## src/rtl/twi_pkg.sv

```systemverilog
// Package: shared constants and the protocol state type of the serial memory slave.
// Assumes an 8-bit first byte made of a 7-bit word address and one direction bit.
package twi_pkg;
    localparam int ADDR_W = 7;
    localparam int BYTE_W = 8;

    typedef enum logic [2:0] {
        ST_IDLE,   // waiting for START
        ST_ADDR,   // shifting in address and direction bits
        ST_AACK,   // driving ACK for the address byte
        ST_WDATA,  // shifting in a write data byte
        ST_WACK,   // driving ACK for a write data byte
        ST_RDATA,  // driving read data bits
        ST_RACK    // listening to the master's ACK/NACK
    } twi_state_e;
endpackage

```

## src/rtl/twi_line_sampler.sv

```systemverilog
// Module: brings the raw bus lines into the clock domain through two flops each, and
// detects clock-line edges and START/STOP on the synchronized samples.
// Assumes both lines idle high; the sync flops reset to 1 so reset creates no false events.
module twi_line_sampler (
    input  logic clk,
    input  logic rst_n,
    input  logic scl_raw,
    input  logic sda_raw,
    output logic scl_lvl,
    output logic sda_lvl,
    output logic scl_rise,
    output logic scl_fall,
    output logic start_seen,
    output logic stop_seen
);
    logic scl_m, scl_s, scl_d;
    logic sda_m, sda_s, sda_d;

    // Synchronizer chain plus one delay stage for edge detection.
    always_ff @(posedge clk) begin
        if (!rst_n) begin
            {scl_m, scl_s, scl_d} <= 3'b111;
            {sda_m, sda_s, sda_d} <= 3'b111;
        end else begin
            {scl_m, scl_s, scl_d} <= {scl_raw, scl_m, scl_s};
            {sda_m, sda_s, sda_d} <= {sda_raw, sda_m, sda_s};
        end
    end

    assign scl_lvl    = scl_s;
    assign sda_lvl    = sda_s;
    assign scl_rise   = scl_s & ~scl_d;
    assign scl_fall   = ~scl_s & scl_d;
    assign start_seen = scl_s & scl_d & sda_d & ~sda_s;
    assign stop_seen  = scl_s & scl_d & ~sda_d & sda_s;
endmodule

```

## src/rtl/twi_reg_array.sv

```systemverilog
// Module: register array standing in for the byte store; one write port and a
// registered read port that follows rd_addr with one cycle of latency.
// Assumes the caller leaves at least two cycles between an address change and its use.
module twi_reg_array #(
    parameter int AW = 7,
    parameter int DW = 8
) (
    input  logic          clk,
    input  logic          rst_n,
    input  logic          wr_en,
    input  logic [AW-1:0] wr_addr,
    input  logic [DW-1:0] wr_data,
    input  logic [AW-1:0] rd_addr,
    output logic [DW-1:0] rd_data
);
    localparam int DEPTH = 1 << AW;

    logic [DW-1:0] cells [DEPTH];

    // Clear on reset, otherwise write one cell and register one read.
    always_ff @(posedge clk) begin
        if (!rst_n) begin
            for (int i = 0; i < DEPTH; i++) cells[i] <= '0;
            rd_data <= '0;
        end else begin
            if (wr_en) cells[wr_addr] <= wr_data;
            rd_data <= cells[rd_addr];
        end
    end
endmodule

```

## src/rtl/twi_write_timer.sv

```systemverilog
// Module: self-timed write interval; a kick loads CYCLES and busy holds until it runs out.
// Assumes a kick while busy restarts the full interval.
module twi_write_timer #(
    parameter int CYCLES = 400
) (
    input  logic clk,
    input  logic rst_n,
    input  logic kick,
    output logic busy
);
    localparam int CW = $clog2(CYCLES + 1);
    localparam logic [CW-1:0] LOAD = CW'(CYCLES);
    localparam logic [CW-1:0] ONE  = CW'(1);

    logic [CW-1:0] remain;

    // Countdown of the remaining busy cycles.
    always_ff @(posedge clk) begin
        if (!rst_n)             remain <= '0;
        else if (kick)          remain <= LOAD;
        else if (remain != '0)  remain <= remain - ONE;
    end

    assign busy = (remain != '0);

    // busy only starts from a kick
    assert_busy_from_kick_R8: assert property (@(posedge clk) disable iff (!rst_n)
        $rose(busy) |-> $past(kick));
endmodule

```

## src/rtl/twi_mem_slave.sv

```systemverilog
// Module: top of the two-wire serial memory slave. Decodes the address byte, serves
// writes with page-local address stepping and sequential reads with full wrap, and
// withholds the address ACK while the write timer is busy.
// Assumes several system clocks per bus phase; drives the data line only as a pull-low.
module twi_mem_slave
    import twi_pkg::*;
#(
    parameter int PAGE_W       = 2,
    parameter int WRITE_CYCLES = 400
) (
    input  logic clk,
    input  logic rst_n,
    input  logic scl_in,
    input  logic sda_in,
    output logic sda_drive_low
);
    localparam logic [PAGE_W-1:0] PG_ONE  = PAGE_W'(1);
    localparam logic [ADDR_W-1:0] AD_ONE  = ADDR_W'(1);
    localparam logic [3:0]        BITS_ALL = 4'd8;

    logic scl_lvl, sda_lvl, scl_rise, scl_fall, start_seen, stop_seen;
    logic busy, kick, wr_fire;
    logic [BYTE_W-1:0] rd_data;

    twi_state_e        st;
    logic [3:0]        cnt;
    logic [BYTE_W-1:0] sh;
    logic [BYTE_W-1:0] tx;
    logic [ADDR_W-1:0] addr;
    logic              rw;
    logic              mack;
    logic              wrote;

    twi_line_sampler u_lines (
        .clk(clk), .rst_n(rst_n), .scl_raw(scl_in), .sda_raw(sda_in),
        .scl_lvl(scl_lvl), .sda_lvl(sda_lvl), .scl_rise(scl_rise), .scl_fall(scl_fall),
        .start_seen(start_seen), .stop_seen(stop_seen)
    );

    twi_reg_array #(.AW(ADDR_W), .DW(BYTE_W)) u_store (
        .clk(clk), .rst_n(rst_n), .wr_en(wr_fire), .wr_addr(addr), .wr_data(sh),
        .rd_addr(addr), .rd_data(rd_data)
    );

    twi_write_timer #(.CYCLES(WRITE_CYCLES)) u_timer (
        .clk(clk), .rst_n(rst_n), .kick(kick), .busy(busy)
    );

    // A complete data byte is stored on the falling clock that ends its eighth bit.
    assign wr_fire = (st == ST_WDATA) && scl_fall && (cnt == BITS_ALL);
    // A bus condition that ends a write with stored data starts the write interval.
    assign kick    = (start_seen || stop_seen) && wrote;

    // Protocol sequencer: bit counting, address handling and data-line drive.
    always_ff @(posedge clk) begin
        if (!rst_n) begin
            st <= ST_IDLE; cnt <= '0; sh <= '0; tx <= '0; addr <= '0;
            rw <= 1'b0; mack <= 1'b0; wrote <= 1'b0; sda_drive_low <= 1'b0;
        end else if (start_seen) begin
            st <= ST_ADDR; cnt <= '0; wrote <= 1'b0; sda_drive_low <= 1'b0;
        end else if (stop_seen) begin
            st <= ST_IDLE; wrote <= 1'b0; sda_drive_low <= 1'b0;
        end else begin
            case (st)
                ST_ADDR: begin
                    if (scl_rise && cnt != BITS_ALL) begin
                        sh  <= {sh[BYTE_W-2:0], sda_lvl};
                        cnt <= cnt + 4'd1;
                    end else if (scl_fall && cnt == BITS_ALL) begin
                        if (busy) begin
                            st <= ST_IDLE;
                        end else begin
                            addr <= sh[BYTE_W-1:1];
                            rw   <= sh[0];
                            sda_drive_low <= 1'b1;
                            st   <= ST_AACK;
                        end
                    end
                end
                ST_AACK: begin
                    if (scl_fall) begin
                        if (rw) begin
                            tx  <= rd_data;
                            sda_drive_low <= ~rd_data[BYTE_W-1];
                            cnt <= 4'd1;
                            st  <= ST_RDATA;
                        end else begin
                            sda_drive_low <= 1'b0;
                            cnt <= '0;
                            st  <= ST_WDATA;
                        end
                    end
                end
                ST_WDATA: begin
                    if (scl_rise && cnt != BITS_ALL) begin
                        sh  <= {sh[BYTE_W-2:0], sda_lvl};
                        cnt <= cnt + 4'd1;
                    end else if (wr_fire) begin
                        addr <= {addr[ADDR_W-1:PAGE_W], addr[PAGE_W-1:0] + PG_ONE};
                        wrote <= 1'b1;
                        sda_drive_low <= 1'b1;
                        st <= ST_WACK;
                    end
                end
                ST_WACK: begin
                    if (scl_fall) begin
                        sda_drive_low <= 1'b0;
                        cnt <= '0;
                        st  <= ST_WDATA;
                    end
                end
                ST_RDATA: begin
                    if (scl_fall) begin
                        if (cnt != BITS_ALL) begin
                            tx  <= {tx[BYTE_W-2:0], 1'b0};
                            sda_drive_low <= ~tx[BYTE_W-2];
                            cnt <= cnt + 4'd1;
                        end else begin
                            sda_drive_low <= 1'b0;
                            st <= ST_RACK;
                        end
                    end
                end
                ST_RACK: begin
                    if (scl_rise) begin
                        mack <= ~sda_lvl;
                        if (!sda_lvl) addr <= addr + AD_ONE;
                    end else if (scl_fall) begin
                        if (mack) begin
                            tx  <= rd_data;
                            sda_drive_low <= ~rd_data[BYTE_W-1];
                            cnt <= 4'd1;
                            st  <= ST_RDATA;
                        end else begin
                            st <= ST_IDLE;
                        end
                    end
                end
                default: st <= ST_IDLE;
            endcase
        end
    end

    // reset releases the line
    assert_released_after_reset_R1: assert property (@(posedge clk)
        !rst_n |=> !sda_drive_low);

    // drive changes only during the low clock phase
    assert_drive_in_low_phase_R11: assert property (@(posedge clk) disable iff (!rst_n)
        !$stable(sda_drive_low) |-> !scl_lvl);

    // no address ACK while the write interval runs
    assert_no_ack_while_busy_R8: assert property (@(posedge clk) disable iff (!rst_n)
        (st == ST_AACK) |-> !busy);

    // a stored byte never moves the page bits
    assert_page_kept_R4: assert property (@(posedge clk) disable iff (!rst_n)
        wr_fire |=> addr[ADDR_W-1:PAGE_W] == $past(addr[ADDR_W-1:PAGE_W]));

    // idle slave leaves the line released
    assert_idle_released_R7: assert property (@(posedge clk) disable iff (!rst_n)
        (st == ST_IDLE) |-> !sda_drive_low);
endmodule

```

## config.mk

```make
export PLATFORM = sky130hd
export DESIGN_NAME = twi_mem_slave
export DESIGN_NICKNAME = d
export VERILOG_FILES = /design/src/rtl/twi_pkg.sv /design/src/rtl/twi_line_sampler.sv /design/src/rtl/twi_reg_array.sv /design/src/rtl/twi_write_timer.sv /design/src/rtl/twi_mem_slave.sv
export SDC_FILE = /design/constraint.sdc
export NUM_CORES = 2
export LEC_CHECK = 0
export BUFFER_PORTS_ARGS = -buffer_cell sky130_fd_sc_hd__buf_2
export CORE_ASPECT_RATIO = 0.75
export CORE_MARGIN = 2
export CORE_UTILIZATION = 51
export DETAILED_ROUTE_END_ITERATION = 7
export GPL_TIMING_DRIVEN = 0
export PLACE_DENSITY = 0.76
export SLEW_MARGIN = 20
export SYNTH_ARGS = -nofsm -noshare
export SYNTH_HDL_FRONTEND = slang
export SYNTH_SLANG_ARGS = --single-unit
```

## constraint.sdc

```tcl
create_clock -name clk -period 2.5 [get_ports clk]
set_input_delay 0 -clock clk [delete_from_list [all_inputs] [get_ports clk]]
set_output_delay 0 -clock clk [all_outputs]
set_load 0.01 [all_outputs]
```

After elaboration in Yosys (flattened, before gate mapping)
Memories as Yosys holds them, arrays and structs flattened. A register that Yosys moved wholly into a read port is not among the register bits.
Index checks and enable logic that the tools add are counted.
{"block": "totals", "mem_bits_ro": 0, "latch_bits": 0, "ff_bits": 48, "elab_cells": 173, "mem_count": 1, "out_inout_bits": 1, "ramBits": 1024}
{"block": "op_classes", "n_div": 0, "bitwise": 19, "addsub": 4, "shift": 0, "multipliers": 0, "n_lt_le_gt_ge": 0, "muxes": 65, "eq_ne": 35, "reduce_logical": 30}
{"name": "u_store.cells", "depth": 128, "word_bits": 8, "rd": 1, "rd_ports_with_merged_regs": 1, "wr": 128, "line": "twi_reg_array.sv:18", "text": "logic [DW-1:0] cells [DEPTH];"}
{"op": "7-bit two-way mux", "n": 13}
{"op": "10-bit AND reduction", "n": 5}
{"op": "7-bit case mux with 3 select lines", "n": 2}
{"op": "4-bit != test, second input constant", "n": 10}
{"op": "3-bit two-way mux", "n": 12}
{"op": "4-bit two-way mux", "n": 8}
{"op": "2-bit != test, second input constant", "n": 15}
{"op": "1-bit two-way mux", "n": 21}
{"op": "4-bit case mux with 5 select lines", "n": 1}
{"op": "9-bit two-way mux", "n": 2}
{"op": "3-bit case mux with 6 select lines", "n": 1}
{"op": "1-bit inverter", "n": 12}
{"op": "12-bit AND reduction", "n": 1}
{"op": "3-bit == test, second input constant", "n": 3}
{"op": "9-bit AND reduction", "n": 1}
{"op": "9-bit nonzero test", "n": 1}
{"op": "9-bit by 1-bit subtractor with 9-bit output, second input constant", "n": 1}
{"op": "8-bit two-way mux", "n": 1}
{"op": "4-bit AND reduction", "n": 2}
{"op": "8-bit OR reduction", "n": 1}
{"op": "7-bit by 1-bit adder with 7-bit output, second input constant", "n": 1}
{"op": "1-bit bitwise AND", "n": 7}
{"op": "3-bit by 2-bit == test with 1-bit output, second input constant", "n": 2}
{"op": "2-bit two-way mux", "n": 3}
{"op": "18 further kinds", "n": 27}

Longest topological paths before layout
{"block": "depth", "word_depth": 9, "depth_mapped": 11, "depth_no_buf": 8}

Cells and area by module
Synthesis repeated with hierarchy kept, for this count alone.
{"block": "hier_totals", "cells_unflattened": 3553, "area_unflattened_um2": 50240.7}
{"module": "twi_reg_array", "seq_area_each_um2": 30909.6, "area_each_um2": 47571.9, "cells_per_inst": 3252, "n_inst": 1}
{"module": "twi_mem_slave", "seq_area_each_um2": 660.6, "area_each_um2": 2006.9, "cells_per_inst": 237, "n_inst": 1}
{"module": "twi_write_timer", "seq_area_each_um2": 180.2, "area_each_um2": 471.7, "cells_per_inst": 48, "n_inst": 1}
{"module": "twi_line_sampler", "seq_area_each_um2": 120.1, "area_each_um2": 190.2, "cells_per_inst": 16, "n_inst": 1}

Worst setup path after synthesis
OpenSTA, ideal clock, no wires.
{"block": "synth_path", "path_type": "register to register", "from": "register cnt[0]", "to": "memory u_store.cells[118][0] (enable)", "n_path_buf": 2, "path_stages_with_launch": 10, "required_time_ps": 2116, "path_slack_ps": -74, "t_arrival_ps": 2190, "path_cell_list": "dfxtp_1 inv_1 ha_1 nand3b_1 nor2_1 and4_1 buf_2 nand3_2 buf_2 o21ai_0"}
{"item": "from (decl)", "line": "twi_mem_slave.sv:26", "text": "logic [3:0] cnt;"}
{"item": "from (signal assigned)", "line": "twi_mem_slave.sv:68", "text": "cnt <= cnt + 4'd1;"}
{"item": "from (signal assigned)", "line": "twi_mem_slave.sv:97", "text": "cnt <= cnt + 4'd1;"}
{"item": "from (signal assigned)", "line": "twi_mem_slave.sv:117", "text": "cnt <= cnt + 4'd1;"}
{"item": "to (decl)", "line": "twi_reg_array.sv:18"}

==> results_dict.tcl <==
set metrics [dict create \
    port_buffers 3 \
    relSlewSlack_pct 5.04 \
    period_share_pct 113 \
    ys_types 67 \
    synthesis.area_mm2 0.0504 \
    grt_usage_pct 36.4 \
    rsz0062_at_grt "true" \
    ys_warn_count 0 \
    gr-total-overflow 0 \
    die_w_um 367 \
    internal-power_w 0.0304 \
    drtPass1Iterations 8 \
    power_frac_comb_pct 4.5 \
    max-vdd-ir-drop_uv 526 \
    wl_per_cell_um 34.5 \
    final_nets 4169 \
    rows 99 \
    die_area_mm2 0.101 \
    syn_area_per_cell_um2 13.0 \
    drc 14 \
    synth_fp_nets 3877 \
    synth_area_leader_cell "edfxtp_1" \
    grt_pass1_wl_um 260000 \
    grt_pass1_vias 35400 \
    p_leak_nw 20.8 \
    grt_max_degree 20 \
    layout-drive-gt1-share_pct 28.5 \
    maxCapViolCount 0 \
    cts_made_buffers 104 \
    arrival_ps 3460 \
    met2_length_um 74000 \
    setup_ws_ps -325 \
    r2r_cells 9 \
    seq_area_frac_synth_pct 63.3 \
    vias_per_cell 6.87 \
    power_density_mw_per_mm2 633 \
    io_pins 5 \
    path_cells "buf_12 > bufbuf_16 > buf_4 > nor2b_1 > a221oi_1 > o22ai_1 > a32oi_1 > nand4_1 > a21o_1" \
    setup_viol 409 \
    power_frac_clock_pct 41.8 \
    slew_viol_final 0 \
    whs_path_depth 3 \
    antenna_left 0 \
    switching_share_pct 22.2 \
    critPathRequiredTime_ps 3140 \
    p_seq_share_pct 53.6 \
    cts_root_buf "clkbuf_16" \
    cts.clk_slew.worst_paths_ps 70 \
    endpoint_kind "flip-flop" \
    dpl_cell_area_mm2 0.0521 \
    dpl.hpwl_um 127000 \
    clock_sinks 1080 \
    worst_slew_pin_slew_ps 1420 \
    wl_met1_um 67900 \
    ys_top_cells_by_area "edfxtp_1 (61%), and2_1 (12%), mux2_2 (4.5%)" \
    synth_top_area_share_pct 61.1 \
    crit_fanout 10 \
    p_switching_w 0.00870 \
    critPathMaxStageDelay_ps 550 \
    h-tree-depth 3 \
    max_freq_mhz 354 \
    num_vias 38300 \
    core_mm2 0.0976 \
    hold_path.class "in -> reg" \
    ys_ff_latch 1080 \
    synth_ff_type "edfxtp_1" \
    status "finished with violations" \
    highest_layer "met5" \
    gp_congestion 1.08 \
    die_h_um 276 \
    worstSkewPairLatency_ps 760 \
    finalPower_w 0.0391 \
    initial_core_util_pct 51.6 \
    drt_wl_total_um 192000 \
    layout_min_cycle_time_ps 2830 \
    synthTopCellsByCount "edfxtp_1 (1,024), and2_1 (998), clkbuf_1 (243)" \
    cts_tree "done" \
    wl_met3_um 37400 \
    slowest_stage "nor2b_1" \
    clockBufferDepth 3 \
    skew_ps 48.5 \
    async_flop_share_pct 0 \
    violations "design-rule violations, negative setup slack" \
    syn_inst 3868 \
    synth_most_common_cell "edfxtp_1" \
    area_growth_pct 22.8 \
    postLayoutCellArea_mm2 0.0618 \
    worst-setup-path-type "reg -> reg" \
    grt_antenna_before_repair 16 \
    drt-initial-drc-count 7596 \
    hold_viol 0 \
    cp-start-kind "flip-flop" \
    synth_edf_count 1024 \
]
kinds of logic after synthesis:
family,Yosys count,synth area share [%]
buf+inv,356,2.99
simple gates,1423,16.7
xor+xnor,9,0.157
fa+ha+maj,5,0.124
mux,281,6.60
flops,1080,63.3
compound gates,714,10.1
critical path, delay by kind of cell (launching register included):
| kind | cells | cell delay (ps) |
|---|---|---|
| buf+inv | 3 | 630 |
| flops | 1 | 380 |
| compound gates | 4 | 1000 |
| simple gates | 2 | 710 |
metrics by stage:
stage / cells / hold slack [ps] / worst slack, ps / TNS (ps) / utilization (%)
4_1_cts: 5525 / 45.0 / -98.7 / -892 / 62.0
2_1_floorplan: 3868 / 101 / -73.7 / -2360 / -
3_3_place_gp: 5184 / 185 / -2360 / -2449060 / 53.3
6_report: 5570 / 95.9 / -325 / -18350 / 63.3
5_1_grt: 5563 / 118 / -209 / -7610 / 63.3
3_5_place_dp: 5188 / 188 / -1530 / -1544860 / 53.4
path summary, 6_finish.rpt:
path	end	from	slack, ps
worst max-delay path	u_store.rd_data[7]	addr[0]	-330
worst max register to register	u_store.rd_data[7]	addr[0]	-330
worst min register to register	u_lines.sda_lvl	u_lines.sda_m	420
worst min-delay path	addr[6]	rst_n	100
registers in the layout, summed over array words and instances, names as in the netlist, 3 cells and up:
register         count
st                   3
u_store.rd_data      8
u_store.cells     1024
sh                   8
cnt                  4
tx                   7
addr                 7
u_timer.remain       9
layout make-up:
cell class | count | area, µm²
clock inverters | 54 | 593
well taps | 1313 | 1640
flip-flops and latches | 1080 | 31900
clock buffers | 138 | 2820
fillers | 6991 | 35800
multi-input cells | 2432 | 19900
inverters | 12 | 50.0
diodes | 11 | 27.5
plain buffers | 340 | 2730
repair buffers | 190 | 2220
cells in the final DEF (no fill, tap or decap), types with 35 or more instances in the layout:
cell type,instances
mux2i_1,51
clkbuf_1,156
a221o_1,49
a221oi_1,156
buf_12,68
buf_6,38
o21ai_4,78
edfxtp_1,1024
dfxtp_1,52
o21ai_0,54
nand2_1,68
clkbuf_16,116
o21ai_1,57
and3_1,35
and2_1,995
buf_4,153
nand3b_1,35
nor2_4,58
a221oi_2,68
mux2_2,200
nor2_2,60
o21ai_2,60
clkbuf_2,43
timing repair:
action / CTS / global route
cloned: 6 / 4
setup buffers: 139 / 30
pin swaps: 139 / 59
hold buffers: 4 / 0
endpoints found under the setup margin: 2048 / 1400
hold endpoints to repair: 2 / 0
resized for setup: 913 / 220
per-layer routing:
layer  vias to the layer above  GRT usage [%]
met2                      3732           47.2
met4                        18           17.8
li1                      15000              -
met3                       876           21.2
met5                         -           2.63
met1                     18600           47.8
power groups by stage:
stage               Combinational [W]  Clock (W)  Sequential (W)
CTS                           0.00163     0.0161          0.0210
floorplan                    0.000869          0          0.0212
global placement              0.00125          0          0.0213
finish                        0.00177     0.0164          0.0210
global route                  0.00184     0.0169          0.0210
detailed placement            0.00128          0          0.0213
(Power assumes the default switching activity.)
